### src/rtl/arb_pkg.sv
package arb_pkg;
  localparam int unsigned ARB_NREQ     = 6;
  localparam int unsigned ARB_CTRL_W   = 16;
  localparam int unsigned ARB_INT_IDX  = 5;
  localparam int unsigned ARB_PARK_BIT = 8;
endpackage

### src/rtl/arb_cfg_decode.sv
module arb_cfg_decode #(
  parameter int unsigned N_REQ    = arb_pkg::ARB_NREQ,
  parameter int unsigned CTRL_W   = arb_pkg::ARB_CTRL_W,
  parameter int unsigned PARK_BIT = arb_pkg::ARB_PARK_BIT
) (
  input  logic [CTRL_W-1:0] ctrl,
  output logic [N_REQ-1:0]  grp_hi,
  output logic              park_bridge
);
  // only group bits and the parking bit are used
  logic unused_ctrl_bits;

  assign grp_hi           = ctrl[N_REQ-1:0];
  assign park_bridge      = ctrl[PARK_BIT];
  assign unused_ctrl_bits = ^ctrl;
endmodule

### src/rtl/arb_rr_pick.sv
module arb_rr_pick #(
  parameter int unsigned W  = 6,
  parameter int unsigned IW = (W > 1) ? $clog2(W) : 1
) (
  input  logic [W-1:0]  vec,
  input  logic [IW-1:0] ptr,
  output logic          valid,
  output logic [IW-1:0] idx
);
  always_comb begin : pick
    int s;
    valid = 1'b0;
    idx   = '0;
    // walk from farthest offset down so the nearest set bit is kept
    for (int k = W - 1; k >= 0; k--) begin
      s = int'(ptr) + k;
      if (s >= int'(W)) s = s - int'(W);
      if (vec[IW'(s)]) begin
        valid = 1'b1;
        idx   = IW'(s);
      end
    end
  end

  // a chosen seat is always one that is asking
  always_comb begin
    if (valid) a_r11_pick_requesting: assert (vec[idx]);
  end
endmodule

### src/rtl/dual_tier_arbiter.sv
module dual_tier_arbiter #(
  parameter int unsigned N_REQ    = arb_pkg::ARB_NREQ,
  parameter int unsigned CTRL_W   = arb_pkg::ARB_CTRL_W,
  parameter int unsigned INT_IDX  = arb_pkg::ARB_INT_IDX,
  parameter int unsigned PARK_BIT = arb_pkg::ARB_PARK_BIT
) (
  input  logic              clk,
  input  logic              rst_n,
  input  logic [N_REQ-1:0]  req,
  input  logic              bus_idle,
  input  logic [CTRL_W-1:0] arb_ctrl,
  output logic [N_REQ-1:0]  gnt
);
  localparam int unsigned SLOTS = N_REQ + 1;
  localparam int unsigned HPW   = $clog2(SLOTS);
  localparam int unsigned LPW   = $clog2(N_REQ);

  logic [N_REQ-1:0] grp_hi;
  logic             park_bridge;
  logic [N_REQ-1:0] hi_req, lo_req;
  logic [SLOTS-1:0] ring_vec;
  logic             hi_valid, lo_valid;
  logic [HPW-1:0]   hi_idx;
  logic [LPW-1:0]   lo_idx;

  logic [N_REQ-1:0] gnt_q, gnt_n;
  logic [HPW-1:0]   hp_q, hp_n;
  logic [LPW-1:0]   lp_q, lp_n;
  logic             upd_en;

  arb_cfg_decode #(.N_REQ(N_REQ), .CTRL_W(CTRL_W), .PARK_BIT(PARK_BIT)) u_cfg (
    .ctrl        (arb_ctrl),
    .grp_hi      (grp_hi),
    .park_bridge (park_bridge)
  );

  assign hi_req   = req & grp_hi;
  assign lo_req   = req & ~grp_hi;
  assign ring_vec = {|lo_req, hi_req};   // low group is the last seat

  arb_rr_pick #(.W(SLOTS), .IW(HPW)) u_hi (
    .vec (ring_vec), .ptr (hp_q), .valid (hi_valid), .idx (hi_idx)
  );

  arb_rr_pick #(.W(N_REQ), .IW(LPW)) u_lo (
    .vec (lo_req), .ptr (lp_q), .valid (lo_valid), .idx (lo_idx)
  );

  assign upd_en = bus_idle;

  // next-state
  always_comb begin
    gnt_n = gnt_q;
    hp_n  = hp_q;
    lp_n  = lp_q;
    if (hi_valid) begin
      if (hi_idx == HPW'(N_REQ)) begin
        gnt_n = N_REQ'(1) << lo_idx;
        lp_n  = (lo_idx == LPW'(N_REQ - 1)) ? '0 : lo_idx + LPW'(1);
        hp_n  = '0;
      end else begin
        gnt_n = N_REQ'(1) << hi_idx;
        hp_n  = hi_idx + HPW'(1);
      end
    end else if (park_bridge) begin
      gnt_n = N_REQ'(1) << INT_IDX;
    end
  end

  // registers
  always_ff @(posedge clk or negedge rst_n) begin
    if (!rst_n) begin
      gnt_q <= N_REQ'(1) << INT_IDX;
      hp_q  <= '0;
      lp_q  <= '0;
    end else if (upd_en) begin
      gnt_q <= gnt_n;
      hp_q  <= hp_n;
      lp_q  <= lp_n;
    end
  end

  assign gnt = gnt_q;

  // exactly one grant
  a_r2_one_grant: assert property (@(posedge clk) disable iff (!rst_n)
    $countones(gnt) == 1);

  // grant frozen while bus busy
  a_r3_hold_busy: assert property (@(posedge clk) disable iff (!rst_n)
    !bus_idle |=> $stable(gnt));

  // grant goes to a requester
  a_r11_grant_requester: assert property (@(posedge clk) disable iff (!rst_n)
    (bus_idle && |req) |=> |(gnt & $past(req)));

  // park on internal master
  a_r9_park_bridge: assert property (@(posedge clk) disable iff (!rst_n)
    (bus_idle && req == '0 && arb_ctrl[PARK_BIT]) |=> gnt[INT_IDX]);

  // park on last agent
  a_r8_park_last: assert property (@(posedge clk) disable iff (!rst_n)
    (bus_idle && req == '0 && !arb_ctrl[PARK_BIT]) |=> $stable(gnt));

  // low pointer only moves when a low master is granted
  a_r7_lo_ptr_hold: assert property (@(posedge clk) disable iff (!rst_n)
    !(bus_idle && hi_valid && hi_idx == HPW'(N_REQ)) |=> $stable(lp_q));
endmodule

### config.mk
export PLATFORM = sky130hd
export DESIGN_NAME = dual_tier_arbiter
export DESIGN_NICKNAME = d
export VERILOG_FILES = /design/src/rtl/arb_pkg.sv /design/src/rtl/arb_cfg_decode.sv /design/src/rtl/arb_rr_pick.sv /design/src/rtl/dual_tier_arbiter.sv
export SDC_FILE = /design/constraint.sdc
export NUM_CORES = 1
export LEC_CHECK = 0
export BUFFER_PORTS_ARGS = -buffer_cell sky130_fd_sc_hd__buf_2
export CORE_MARGIN = 2
export CORE_UTILIZATION = 40
export DETAILED_ROUTE_END_ITERATION = 7
export GPL_TIMING_DRIVEN = 0
export PLACE_DENSITY = 0.63
export SYNTH_ARGS = -nofsm -noshare
export SYNTH_HDL_FRONTEND = slang
export SYNTH_SLANG_ARGS = --single-unit
### constraint.sdc
create_clock -name clk -period 7.2 [get_ports clk]
set_clock_uncertainty 0.05 [all_clocks]
set_input_delay 2.16 -clock clk [delete_from_list [all_inputs] [get_ports clk]]
set_output_delay 2.16 -clock clk [all_outputs]
set_load 0.05 [all_outputs]
# [Word level (Yosys, flattened, before mapping)]
# Cells that the tools add are included.
# W data, S select, Z words.
[word_totals] register_bits=12 input_bits=25
[op_classes] add_sub_neg=26 n_lt_le_gt_ge=26 n_eq_ne=2 n_shift=2 n_mux=77 n_bitwise=3 n_reduce_logical=5
[ops] op="$mux W3" count=28
[ops] op="$lt A3 B5 Y1 const B" count=13
[ops] op="$ge A4 B3 Y1 const B" count=11
[ops] op="$bmux W1 S3" count=13
[ops] op="$mux W1" count=33
[ops] op="$add A3 B3 Y4 const B" count=5
[ops] op="$mux W6" count=3
[ops] op="$sub A3 B1 Y3 const B" count=6
[ops] op="$add A3 B2 Y4 const B" count=4
[ops] op="$sub A3 B2 Y3 const B" count=5
[ops] op="$and A6 B6 Y6" count=2
[ops] op="$shl A1 B3 Y6 const A" count=2
[ops] op="$add A3 B1 Y4 const B" count=2
[ops] op="$add A3 B1 Y3 const B" count=2
[ops] op="$eq A3 B3 Y1 const B" count=2
[ops] op="$ge A3 B3 Y1 const B" count=2
[ops] op="$not A6 Y6" count=1
[ops] op="$reduce_or A6 Y1" count=1
[ops] op="$sub A3 B3 Y3 const B" count=2
[ops] op="$reduce_and A2 Y1" count=2
[ops] op="$reduce_and A3 Y1" count=1
[ops] op="$reduce_bool A2 Y1" count=1

# [Logic depth before layout (Yosys ltp)]
[depth] depth_word=16 ltp_mapped=16 depth_no_buf=13

# [Hierarchy]
# Synthesis repeated with hierarchy kept, for this count alone.
[unflattened] hier_cells=374 area_unflattened_um2=2937.8
[by_module_without_submodules] mod="arb_rr_pick at u_hi" n_inst=1 cells_per_inst=184 area_per_inst_um2=1342.5
[by_module_without_submodules] mod="arb_rr_pick at u_lo" n_inst=1 cells_per_inst=107 area_per_inst_um2=812.0
[by_module_without_submodules] mod="dual_tier_arbiter" n_inst=1 cells_per_inst=76 area_per_inst_um2=730.7
[by_module_without_submodules] mod="arb_cfg_decode" n_inst=1 cells_per_inst=7 area_per_inst_um2=52.6

# [Worst setup path before layout]
# OpenSTA, ideal clock, no wires.
[synth_path] kind="input port to flip-flop" start="in req[4]" end="reg lp_q[2]" setup_time_ps=128 t_arrival_ps=4452 required_time_ps=7022 setup_slack_ps=2570 path_stages=9 cell_sequence="and2_0 > o22a_1 > a221oi_1 > o22a_1 > o21ai_2 > or3_4 > o41ai_4 > nor2_2 > mux2_1"
[synth_via] elab_chain_len=14 elab_cells_between_ends=67
[synth_lines] element="start, declared" line="dual_tier_arbiter.sv:9" rtl="input logic [N_REQ-1:0] req,"
[synth_lines] element="$and A6 B6 Y6" line="dual_tier_arbiter.sv:38" rtl="assign lo_req = req & ~grp_hi;"
[synth_lines] element="$reduce_or A6 Y1" line="dual_tier_arbiter.sv:39" rtl="assign ring_vec = {|lo_req, hi_req};"
[synth_lines] element="$bmux W1 S3" line="arb_rr_pick.sv:18" rtl="if (vec[IW'(s)]) begin"
[synth_lines] element="$mux W1 (not written as such) (2 in series)" line="arb_rr_pick.sv:18"
[synth_lines] element="$mux W3 (7 in series)" line="arb_rr_pick.sv:18"
[synth_lines] element="$eq A3 B3 Y1" line="dual_tier_arbiter.sv:57" rtl="if (hi_idx == HPW'(N_REQ)) begin"
[synth_lines] element="$reduce_and A3 Y1 (no line)"
[synth_lines] element="end signal, assigned" line="dual_tier_arbiter.sv:79" rtl="lp_q <= lp_n;"
[synth_lines] element="end, declared" line="dual_tier_arbiter.sv:28" rtl="logic [LPW-1:0] lp_q, lp_n;"
# Several ways; a longest one is shown, not always the timed one. The select of a mux whose other input is x is not followed.
# A chain may end at the register's enable or synchronous reset.

# [Worst setup path after layout]
[layout_path] start="in arb_ctrl[4]" end="reg gnt_q[1], in the netlist gnt[1]"
[layout_via] elab_chain_len=16 elab_cells_between_ends=70
[layout_lines] element="start, declared" line="dual_tier_arbiter.sv:11" rtl="input logic [CTRL_W-1:0] arb_ctrl,"
[layout_lines] element="$not A6 Y6" line="dual_tier_arbiter.sv:38"
[layout_lines] element="$and A6 B6 Y6" line="dual_tier_arbiter.sv:38"
[layout_lines] element="$reduce_or A6 Y1" line="dual_tier_arbiter.sv:39"
[layout_lines] element="$bmux W1 S3" line="arb_rr_pick.sv:18"
[layout_lines] element="$mux W1 (not written as such) (2 in series)" line="arb_rr_pick.sv:18"
[layout_lines] element="$mux W3 (7 in series)" line="arb_rr_pick.sv:18"
[layout_lines] element="$eq A3 B3 Y1 or $shl A1 B3 Y6 (tied branches)" line="dual_tier_arbiter.sv:57, dual_tier_arbiter.sv:62"
[layout_lines] element="$mux W6" line="dual_tier_arbiter.sv:57"
[layout_lines] element="$mux W6" line="dual_tier_arbiter.sv:56" rtl="if (hi_valid) begin"
[layout_lines] element="end signal, assigned" line="dual_tier_arbiter.sv:73" rtl="gnt_q <= N_REQ'(1) << INT_IDX;"
[layout_lines] element="end signal, assigned" line="dual_tier_arbiter.sv:77" rtl="gnt_q <= gnt_n;"
[layout_lines] element="end, declared" line="dual_tier_arbiter.sv:26" rtl="logic [N_REQ-1:0] gnt_q, gnt_n;"
# Several ways; a longest one is shown, not always the timed one. The select of a mux whose other input is x is not followed.

==> flow_summary_export.csv <==
group,metric,value,unit
worst_setup_path,critPathTopFamily,"compound AO/OA/AOI/OAI gates",
worst_setup_path,cpMostUsedCell,"nor2_1",
final_layout,area_growth,9.134,%
route,dr.pass1.iters,5,
logic_synthesis,synth.largest_area_cell,"dfrtp_1",
worst_setup_path,cp-start-kind,"primary input",
cts,cts_buffer_depth,2,
logic_synthesis,synthTopCellsByArea,"dfrtp_1, ha_1, mux2i_1",
floorplanning,dieArea,8603,µm²
logic_synthesis,synth_flop_cell,"dfrtp_1",
timing,min_period_over_period,0.7065,
worst_setup_path,cp_max_fo,9,
route,dr.first_iter.drc_count,273,
cts,clk_pin_slew,50,ps
floorplanning,die_height,92.75,µm
timing,tns,0,ps
cts,cts_setup_buffers,0,
route,vias,3305,
worst_setup_path,cp_slowest_stage_delay,720,ps
cts,ctsHoldBuffers,0,
logic_synthesis,synth-seq-area-share,0.09571,
placed_design,numPortBuffers,21,
floorplanning,die_width,92.75,µm
timing,period_needed,5086,ps
cts,clk_latency,250,ps
logic_synthesis,synthesis.area,3151,µm²
global_route,grt_pass1_wl,15640,µm
cts,cts.sinks,12,
worst_setup_path,reg2reg_slack,2280,ps
timing,finalHoldViolCount,0,
route,avgRoutedWirePerCell,17.88,µm
global_route,track_usage,0.2237,
global_route,grt_max_degree,13,
cts,cts_tree,"yes",
route,avgViaCountPerCell,6.248,
placed_design,gp_congestion,0.9700,
flow_run,maxCapViolations,0,
route,drc_errors,0,
worst_setup_path,crit_arrival,5140,ps
final_layout,drive_above_1_share,0.1639,
floorplanning,io_pins,31,
cts,postCtsResizedCells,0,
final_layout,nets,474,
floorplanning,core.rowCount,32,
worst_setup_path,cp_slowest_cell,"a311oi_1",
worst_setup_path,path_buf_inv,1,
logic_synthesis,synth-seq-cells,12,
floorplanning,start_util,0.4098,
logic_synthesis,avgSynthCellArea,7.837,µm²
route,ant_nets,0,
timing,worst_slew_pin_slew,929.3,ps
status,status,"finished clean",
worst_setup_path,crit_type,"in2reg",
timing,fmax,196.6,MHz
cts,ctsRootBufferMaster,"clkbuf_8",
timing,rsz0062_at_grt,"false",
final_layout,fillCellCount,804,
worst_setup_path,cp-end-kind,"flop",
final_layout,layout_commonest_cell,"nand2_1",
final_layout,diodes,0,
timing,setup_viol_count_final,0,
logic_synthesis,synth_nets,448,
timing,relSlewSlack,0.3763,
route,wl,9457,µm
worst_setup_path,crit_chain,"buf_2 > nand2b_1 > mux2i_1 > o21a_1 > nor2_1 > and2_1 > o31a_1 > a311oi_1 > nor2_1 > a31oi_1 > o31ai_1",
logic_synthesis,yosys_warnings,0,
floorplanning,core,7687,µm²
logic_synthesis,synth_edf_count,0,
global_route,grt_pass1_vias,3144,
global_route,grt_antenna_before_repair,0,
logic_synthesis,postSynthCellCount,402,
logic_synthesis,ys_types,86,
logic_synthesis,synthArstFlopShare,1.000,
timing,slew_viol_final,0,
final_layout,final_cell_mix,"nand2_1, nor2_1, buf_2",
cts,cts_buffers,3,
placed_design,dp_hpwl,7538,µm
worst_setup_path,worst_ep_required_time,7250,ps
global_route,overflow,0,
logic_synthesis,synth_top_area_share,0.08737,
cts,cts.htree.levels,1,
min_path,hold_class,"reg2reg",
==> area by class of cell <==
cell class,instances,area [µm²],area share
well taps,102,127.6,0.03712
flip-flops and latches,12,301.5,0.08770
multi-input cells,360,2721,0.7915
inverters,17,63.81,0.01856
clock buffers,4,55.05,0.01601
repair buffers,21,105.1,0.03057
plain buffers,13,63.81,0.01856
==> flip-flops by register name, indices dropped and copies added, names as in the netlist <==
| register | cells |
|---|---|
| gnt | 6 |
| hp_q | 3 |
| lp_q | 3 |
==> logic make-up after synthesis <==
group	Yosys count	share of synthesized area
AO/OA/AOI/OAI	127	0.3134
XOR/XNOR	11	0.03534
adder cells (fa/ha/maj)	21	0.08817
buffers and inverters	30	0.04050
flip-flops	12	0.09571
multiplexers	38	0.1497
AND/OR/NAND/NOR	163	0.2772
==> per-stage QoR <==
step | instance area [µm²] | instances | setup WS [ps] | hold slack, ps | utilization
floorplan | 3151 | 402 | 2570 | 535.1 | -
global placement | 3383 | 525 | 1970 | 415.3 | 0.4401
detailed placement | 3383 | 525 | 1929 | 417.0 | 0.4401
CTS | 3438 | 529 | 2175 | 425.6 | 0.4473
global route | 3438 | 529 | 1838 | 452.4 | 0.4473
finish | 3438 | 529 | 2114 | 419.9 | 0.4473
==> worst paths after layout <==
| path | from | depth (start not counted) | endpoint |
|---|---|---|---|
| min | gnt[5]$_DFFE_PN1P_ | 2 | gnt[5]$_DFFE_PN1P_ |
| max | arb_ctrl[4] | 11 | gnt[1]$_DFFE_PN0P_ |
| min reg2reg | gnt[5]$_DFFE_PN1P_ | 2 | gnt[5]$_DFFE_PN1P_ |
| max in group asynchronous | rst_n | 1 | gnt[5]$_DFFE_PN1P_ |
| max reg2reg | hp_q[2]$_DFFE_PN0P_ | 14 | lp_q[2]$_DFFE_PN0P_ |
| min in group asynchronous | rst_n | 1 | hp_q[1]$_DFFE_PN0P_ |
==> layer usage <==
metal	global-route usage	part of all wire	wire, µm
met5	0	0	0
met4	0.06740	0.026	245
met3	0.03011	0.066	621
met2	0.3747	0.47	4492
met1	0.2997	0.43	4098
==> synthesized netlist by cell type, types with 3 or more instances <==
| cell | n |
|---|---|
| a211o_1 | 6 |
| a211oi_1 | 4 |
| a21boi_0 | 4 |
| a21o_1 | 4 |
| a21oi_1 | 20 |
| a221oi_1 | 4 |
| a22o_1 | 8 |
| a22oi_1 | 4 |
| a31o_2 | 3 |
| a31oi_1 | 8 |
| and2_1 | 14 |
| and3_1 | 3 |
| and3b_1 | 4 |
| buf_2 | 3 |
| buf_4 | 3 |
| clkbuf_1 | 6 |
| dfrtp_1 | 11 |
| ha_1 | 19 |
| inv_1 | 15 |
| mux2_2 | 8 |
| mux2i_1 | 22 |
| mux4_2 | 6 |
| nand2_1 | 40 |
| nand2b_1 | 16 |
| nand3_1 | 12 |
| nand3b_1 | 4 |
| nor2_1 | 25 |
| nor2b_1 | 6 |
| nor3_1 | 9 |
| nor3b_1 | 3 |
| nor4_1 | 4 |
| o211ai_1 | 4 |
| o21ai_0 | 18 |
| o22ai_1 | 3 |
| or2_2 | 4 |
| or3_1 | 5 |
| xnor2_1 | 4 |
| xor2_1 | 5 |
==> worst reg2reg max path: cells and delay by family (launching register included) <==
family,cells,cell delay (ps)
AOI/OAI and AO/OA,3,1300
buffers and inverters,3,1030
adders and majority gates,1,510
and+or+nand+nor,6,1080
DFF,1,480
muxes,1,340
Power is left out: the tool's default activity adds up to more than one toggle a clock period on the data nets, which glitch-free logic cannot reach.
